`src/rtl/cfg_port_pkg.sv`:
```
package cfg_port_pkg;
  localparam int unsigned DATA_W  = 32;
  localparam int unsigned B_NSCAN = 0;
  localparam int unsigned B_DONE  = 1;
  localparam int unsigned B_INIT  = 2;
  localparam int unsigned B_HSERR = 3;
  localparam int unsigned B_EMPTY = 4;
  localparam int unsigned B_FULL  = 5;
  localparam int unsigned B_ERRA  = 9;
  localparam int unsigned B_ERRB  = 10;
  localparam int unsigned B_RBENN = 13;
  localparam int unsigned B_CREQ  = 14;
  localparam int unsigned N_STICKY = 3;

  typedef struct packed {
    logic rb_en_n;
    logic cfg_req;
  } ctrl_t;

  function automatic logic is_rearm_word(input logic [DATA_W-1:0] w);
    return &w;
  endfunction
endpackage

```
`src/rtl/cfg_port_csr.sv`:
```
module cfg_port_csr
  import cfg_port_pkg::*;
(
  input  logic              clk_i,
  input  logic              rst_ni,
  input  logic              csr_wr_i,
  input  logic              data_wr_i,
  input  logic [DATA_W-1:0] wdata_i,
  input  logic              hs_err_set_i,
  input  logic              err_a_i,
  input  logic              err_b_i,
  output ctrl_t             ctrl_o,
  output logic [N_STICKY-1:0] sticky_o,
  output logic              rearm_o
);
  localparam int unsigned POS [N_STICKY] = '{B_HSERR, B_ERRA, B_ERRB};

  ctrl_t ctrl_q;
  logic  armed_q, rearm_q;
  logic [N_STICKY-1:0] set_vec;

  assign set_vec = {err_b_i, err_a_i, hs_err_set_i};

  for (genvar g = 0; g < N_STICKY; g++) begin : g_sticky
    logic flag_q;
    always_ff @(posedge clk_i or negedge rst_ni) begin
      if (!rst_ni)                          flag_q <= 1'b0;
      else if (set_vec[g])                  flag_q <= 1'b1;
      else if (csr_wr_i && wdata_i[POS[g]]) flag_q <= 1'b0;
    end
    assign sticky_o[g] = flag_q;
  end

  always_ff @(posedge clk_i or negedge rst_ni) begin
    if (!rst_ni) begin
      ctrl_q  <= '{rb_en_n: 1'b1, cfg_req: 1'b0};
      armed_q <= 1'b0;
      rearm_q <= 1'b0;
    end else begin
      rearm_q <= 1'b0;
      if (data_wr_i && ctrl_q.cfg_req && !ctrl_q.rb_en_n && is_rearm_word(wdata_i))
        armed_q <= 1'b1;
      if (csr_wr_i) begin
        ctrl_q.rb_en_n <= wdata_i[B_RBENN];
        ctrl_q.cfg_req <= wdata_i[B_CREQ];
        if (ctrl_q.cfg_req && !wdata_i[B_CREQ]) begin
          rearm_q <= armed_q;
          armed_q <= 1'b0;
        end
      end
    end
  end

  assign ctrl_o  = ctrl_q;
  assign rearm_o = rearm_q;
endmodule

```
`src/rtl/cfg_port_load.sv`:
```
module cfg_port_load
  import cfg_port_pkg::*;
(
  input  logic              clk_i,
  input  logic              rst_ni,
  input  logic              wr_i,
  input  logic [DATA_W-1:0] wdata_i,
  input  logic              ready_i,
  output logic              valid_o,
  output logic [DATA_W-1:0] data_o,
  output logic              empty_o,
  output logic              hs_err_o
);
  logic              pend_q;
  logic [DATA_W-1:0] word_q;

  always_ff @(posedge clk_i or negedge rst_ni) begin
    if (!rst_ni) begin
      pend_q <= 1'b0;
      word_q <= '0;
    end else if (pend_q) begin
      if (ready_i) pend_q <= 1'b0;
    end else if (wr_i) begin
      pend_q <= 1'b1;
      word_q <= wdata_i;
    end
  end

  assign valid_o  = pend_q;
  assign data_o   = word_q;
  assign empty_o  = !pend_q;
  assign hs_err_o = wr_i && pend_q;
endmodule

```
`src/rtl/cfg_port_rdbk.sv`:
```
module cfg_port_rdbk
  import cfg_port_pkg::*;
(
  input  logic              clk_i,
  input  logic              rst_ni,
  input  logic              mode_i,
  input  logic              valid_i,
  input  logic [DATA_W-1:0] data_i,
  input  logic              host_rd_i,
  input  logic              flush_i,
  output logic              ready_o,
  output logic              full_o,
  output logic [DATA_W-1:0] word_o
);
  logic              full_q;
  logic [DATA_W-1:0] word_q;

  assign ready_o = mode_i && !full_q;

  always_ff @(posedge clk_i or negedge rst_ni) begin
    if (!rst_ni) begin
      full_q <= 1'b0;
      word_q <= '0;
    end else if (flush_i || (host_rd_i && full_q)) begin
      full_q <= 1'b0;
    end else if (valid_i && ready_o) begin
      full_q <= 1'b1;
      word_q <= data_i;
    end
  end

  assign full_o = full_q;
  assign word_o = word_q;
endmodule

```
`src/rtl/cfg_port_ctrl.sv`:
```
module cfg_port_ctrl
  import cfg_port_pkg::*;
#(
  parameter int unsigned ADDR_W   = 8,
  parameter logic [7:0]  CSR_OFS  = 8'h40,
  parameter logic [7:0]  DATA_OFS = 8'h44
) (
  input  logic              clk_i,
  input  logic              rst_ni,
  input  logic [ADDR_W-1:0] reg_addr_i,
  input  logic              reg_wr_i,
  input  logic              reg_rd_i,
  input  logic [31:0]       reg_wdata_i,
  output logic [31:0]       reg_rdata_o,
  output logic              ld_valid_o,
  input  logic              ld_ready_i,
  output logic [31:0]       ld_data_o,
  input  logic              rb_valid_i,
  output logic              rb_ready_o,
  input  logic [31:0]       rb_data_i,
  output logic              rb_mode_o,
  output logic              cfg_req_o,
  output logic              rb_rearm_o,
  input  logic              jtag_owns_i,
  input  logic              cfg_done_i,
  input  logic              cfg_init_i,
  input  logic              bit_err_a_i,
  input  logic              bit_err_b_i
);
  localparam logic [ADDR_W-1:0] CSR_A  = ADDR_W'(CSR_OFS);
  localparam logic [ADDR_W-1:0] DATA_A = ADDR_W'(DATA_OFS);

  logic csr_sel, data_sel, csr_wr, data_wr, data_rd;
  logic ld_wr, hs_err_set, empty, full;
  logic [N_STICKY-1:0] sticky;
  logic [DATA_W-1:0] rb_word, status;
  ctrl_t ctrl;

  assign csr_sel  = reg_addr_i == CSR_A;
  assign data_sel = reg_addr_i == DATA_A;
  assign csr_wr   = reg_wr_i && csr_sel;
  assign data_wr  = reg_wr_i && data_sel;
  assign data_rd  = reg_rd_i && data_sel;
  assign rb_mode_o = !ctrl.rb_en_n;
  assign cfg_req_o = ctrl.cfg_req;
  assign ld_wr     = data_wr && ctrl.rb_en_n;

  cfg_port_csr u_csr (
    .clk_i        (clk_i),
    .rst_ni       (rst_ni),
    .csr_wr_i     (csr_wr),
    .data_wr_i    (data_wr),
    .wdata_i      (reg_wdata_i),
    .hs_err_set_i (hs_err_set),
    .err_a_i      (bit_err_a_i),
    .err_b_i      (bit_err_b_i),
    .ctrl_o       (ctrl),
    .sticky_o     (sticky),
    .rearm_o      (rb_rearm_o)
  );

  cfg_port_load u_load (
    .clk_i    (clk_i),
    .rst_ni   (rst_ni),
    .wr_i     (ld_wr),
    .wdata_i  (reg_wdata_i),
    .ready_i  (ld_ready_i),
    .valid_o  (ld_valid_o),
    .data_o   (ld_data_o),
    .empty_o  (empty),
    .hs_err_o (hs_err_set)
  );

  cfg_port_rdbk u_rdbk (
    .clk_i     (clk_i),
    .rst_ni    (rst_ni),
    .mode_i    (rb_mode_o),
    .valid_i   (rb_valid_i),
    .data_i    (rb_data_i),
    .host_rd_i (data_rd && rb_mode_o),
    .flush_i   (rb_rearm_o),
    .ready_o   (rb_ready_o),
    .full_o    (full),
    .word_o    (rb_word)
  );

  always_comb begin
    status          = '0;
    status[B_NSCAN] = !jtag_owns_i;
    status[B_DONE]  = cfg_done_i;
    status[B_INIT]  = cfg_init_i;
    status[B_HSERR] = sticky[0];
    status[B_EMPTY] = empty;
    status[B_FULL]  = full;
    status[B_ERRA]  = sticky[1];
    status[B_ERRB]  = sticky[2];
    status[B_RBENN] = ctrl.rb_en_n;
    status[B_CREQ]  = ctrl.cfg_req;
  end

  always_comb begin
    reg_rdata_o = '0;
    if (reg_rd_i) begin
      if (csr_sel)        reg_rdata_o = status;
      else if (data_sel)  reg_rdata_o = rb_mode_o ? rb_word : ld_data_o;
    end
  end
endmodule

```
`config.mk`:
```
export PLATFORM = sky130hd
export DESIGN_NAME = cfg_port_ctrl
export DESIGN_NICKNAME = d
export VERILOG_FILES = /design/src/rtl/cfg_port_pkg.sv /design/src/rtl/cfg_port_csr.sv /design/src/rtl/cfg_port_load.sv /design/src/rtl/cfg_port_rdbk.sv /design/src/rtl/cfg_port_ctrl.sv
export SDC_FILE = /design/constraint.sdc
export NUM_CORES = 1
export LEC_CHECK = 0
export BUFFER_PORTS_ARGS = -buffer_cell sky130_fd_sc_hd__buf_2
export CORE_UTILIZATION = 40
export CTS_CLUSTER_DIAMETER = 150
export DETAILED_ROUTE_END_ITERATION = 16
export GPL_ROUTABILITY_DRIVEN = 0
export PLACE_DENSITY = 0.71
export SETUP_SLACK_MARGIN = 0.1
export SLEW_MARGIN = 20
export SYNTH_ARGS = -nofsm -noshare
export SYNTH_HDL_FRONTEND = slang
export SYNTH_HIERARCHICAL = 1
export SYNTH_SLANG_ARGS = --single-unit
```
`constraint.sdc`:
```
create_clock -name clk_i -period 1.95 [get_ports clk_i]
set_input_delay 0.39 -clock clk_i [delete_from_list [all_inputs] [get_ports clk_i]]
set_output_delay 0.39 -clock clk_i [all_outputs]
set_load 0.01 [all_outputs]
```
==> flow_summary.ini <==
[detailed_routing]
drtPass1Iterations = 4
drc = 0
drt-initial-drc-count = 81
viasPerCell = 4.86
vias = 2896
post_drt_wl_per_cell_um = 18.0
finalWirelength_mm = 10.7
ant_nets = 0

[clock_network]
clock_path_buffers = 2
h-tree-depth = 3
clock_sink_count = 73
clock-root-buffer = clkbuf_8
cts_buffers = 9
tritoncts = built
clk_pin_slew_worst_paths_ns = 0.08
clkLatencyLatePin_ns = 0.35

[worst_setup_path]
cp-end-kind = output pin
slowest_delay_ns = 0.56
critPathTopFamily = flip-flops
r2r_setup_slack_ns = 0.12
path_cells = buf_4 -> buf_12 -> buf_12 -> mux2i_2 -> nor2_1 -> buf_2
r2r_end = u_csr/armed_q
crit_buf_inv = 4
rr_startpoint = u_csr/ctrl_o[1]
r2r_cells = 8
slowest_stage = dfstp_2
arrival_ns = 1.66
crit_fanout = 7
worstSetupPathType = flip-flop to output pin
crit_top_cell = buf_12
required_ns = 1.56
start_kind = flip-flop

[sta]
skew_ns = 0.0170
setup_viol = 29
rsz0062_at_grt = true
worst_slack_ns = -0.103
relSlewSlack_pct = 74.7
fmax_mhz = 487
hold_violations = 0
period_needed_ns = 2.05
period_share_pct = 105
tightest_slew_ns = 0.380
drv_slew = 0

[finish]
final_nets = 545
stdcell_count = 596
final_util_pct = 60.3
drive_gt1_share_pct = 66.8
n_antenna_cell = 0
synthToLayoutAreaGrowth_pct = 45.9
fin_area_um2 = 5600

[logic_synthesis]
synthTopCellsByCount = 72 x dfrtp_1, 59 x mux2_4, 34 x nor2_1, 30 x mux2i_1
yosysTopAreaCellShare_pct = 47.0
synthCells = 277
synth-seq-cells = 73
synthArstFlopShare_pct = 100
yosys.area.top_type = dfrtp_1
synth_cell_types = 37
synth_warnings = 6
synthTopCellsByArea = dfrtp_1 47%, mux2_4 23%, mux2i_1 7.8%
synth_most_common_cell = dfrtp_1
ys.flop_type = dfrtp_1
synth_area_um2 = 3840
synth_edf_count = 0
syn-num-nets = 360
syn_area_per_cell_um2 = 13.8
ys_seq_area_share_pct = 47.7

[power_and_ir_drop]
pwr-share-comb_pct = 27.0
clkPwrFrac_pct = 26.2
seq_power_share_pct = 46.8
power_density_nw_per_um2 = 799
power_switching_share_pct = 27.1
leakage_nw = 2.74
intPower_mw = 3.26
design_power_total_mw = 4.47
peakVddDrop_mv = 0.427
netSwitchingPower_mw = 1.21

[floorplanning]
start_util_pct = 41.3
dieHeight_um = 99.9
fp-row-count = 35
pin_count = 152
die_area_um2 = 9990
die_x_um = 99.9
core_area_um2 = 9280

[placement]
place_area_um2 = 4760
dpl.hpwl_mm = 7.14
numPortBuffers = 151
place_inst = 554
preCtsSetupSlack_ns = -0.176

[outcome]
violations = negative setup slack
status = finished, violations left

[global_routing]
grt_antenna_before_repair = 1
grt_util_all_layers_pct = 19.8
grt_first_pass_wirelength_mm = 14.8
grt_max_degree = 30
overflow = 0
grt_pass1_vias = 2796

[flow_run]
cap_violations = 0

[hold_path]
worstHoldPathType = input port to flip-flop
hold_end = u_load/valid_o
hold_start = ld_ready_i
holdPathStages = 2
-- placed cells by master (no fill, tap or decap), types with 3 or more instances in the layout --
cell type	Yosys	layout
a211oi_1	8	7
a21o_1	3	3
buf_12	6	11
buf_2	2	143
buf_4	6	12
buf_6	3	19
clkbuf_16	0	7
clkbuf_8	0	9
clkinvlp_4	0	3
dfrtp_1	72	72
mux2_2	8	4
mux2_4	59	63
mux2i_1	30	23
mux2i_2	0	4
mux2i_4	0	3
nand2_1	5	4
nand4_1	7	7
nor2_1	34	26
nor2_2	0	5
nor2_4	0	3
-- registers in the layout (all words and copies together), names as in the netlist --
register,flops
u_csr/armed_q,1
u_csr/ctrl_o,2
u_csr/g_sticky.flag_q,3
u_csr/rearm_o,1
u_load/data_o,32
u_load/valid_o,1
u_rdbk/full_o,1
u_rdbk/word_o,32
-- cells by family (layout without fill, tap and decap cells) --
group                  count (synthesis)  count (layout)  share of synthesized area [%]
AO/OA/AOI/OAI                         16              16                           2.97
AND/OR/NAND/NOR                       69              69                           10.2
flip-flops                            73              73                           47.7
buffers and inverters                 22             212                           5.94
multiplexers                          97              97                           33.3
-- worst reg2reg max path, cell delays in order (launching register included) --
cell and delay (ns):
dfstp_2 0.39, buf_6 0.13, buf_12 0.12, clkbuf_16 0.14
buf_4 0.13, buf_4 0.13, nand4b_1 0.21, nor4_1 0.31
a31o_1 0.20
-- worst max path at each step --
stage,startpoint,endpoint,slack [ns],cells past startpoint
5_1_grt,u_csr/ctrl_o[1],reg_rdata_o[21],-0.16,6
3_5_place_dp,reg_addr_i[7],u_load/data_o[25],-0.18,7
3_3_place_gp,reg_addr_i[7],u_load/data_o[30],-0.12,7
2_1_floorplan,reg_addr_i[7],u_load/data_o[0],0.07,7
4_1_cts,u_csr/ctrl_o[1],reg_rdata_o[12],-0.11,4
6_report,u_csr/ctrl_o[1],reg_rdata_o[21],-0.10,6
-- per-layer routing --
metal / vias to the layer above / track usage [%] / share of wire, %
met5: - / 0 / 0
met4: 0 / 6.79 / 0.89
met3: 8 / 3.27 / 4.5
met2: 100 / 30.8 / 47
met1: 1426 / 28.2 / 48
li1: 1362 / - / -
-- power groups by stage --
stage | clock network [mW] | registers [mW] | logic, mW
after detailed placement | 0 | 2.08 | 1.02
after global placement | 0 | 2.07 | 0.989
after floorplan | 0 | 2.02 | 0.795
after global routing | 1.28 | 2.14 | 1.29
final | 1.17 | 2.09 | 1.21
after CTS | 1.20 | 2.07 | 1.05
-- repair_timing --
item                                    CTS  global route
hold buffers                              1             0
cloned                                    0             8
resized for setup                        13            53
hold endpoints to repair                 24             0
endpoints found under the setup margin   33            81
buffers inserted                          6            11
pin swaps                                 8            12
-- area by class of cell --
type / instances / area (um^2)
fillers: 780 / 3690
multi-input cells: 182 / 1970
flip-flops and latches: 73 / 1830
repair buffers: 193 / 1430
well taps: 129 / 161
clock buffers: 9 / 124
clock inverters: 7 / 71.3
inverters: 3 / 13.8
-- through the flow --
| stage | hold WS [ns] | setup TNS (ns) |
|---|---|---|
| 2_1_floorplan | 0.0944 | 0 |
| 3_3_place_gp | 0.329 | -3.25 |
| 3_5_place_dp | 0.332 | -4.99 |
| 4_1_cts | 0.199 | -1.99 |
| 5_1_grt | 0.196 | -3.42 |
| 6_report | 0.211 | -1.35 |
No activity file was read; power rests on OpenSTA's default activity.
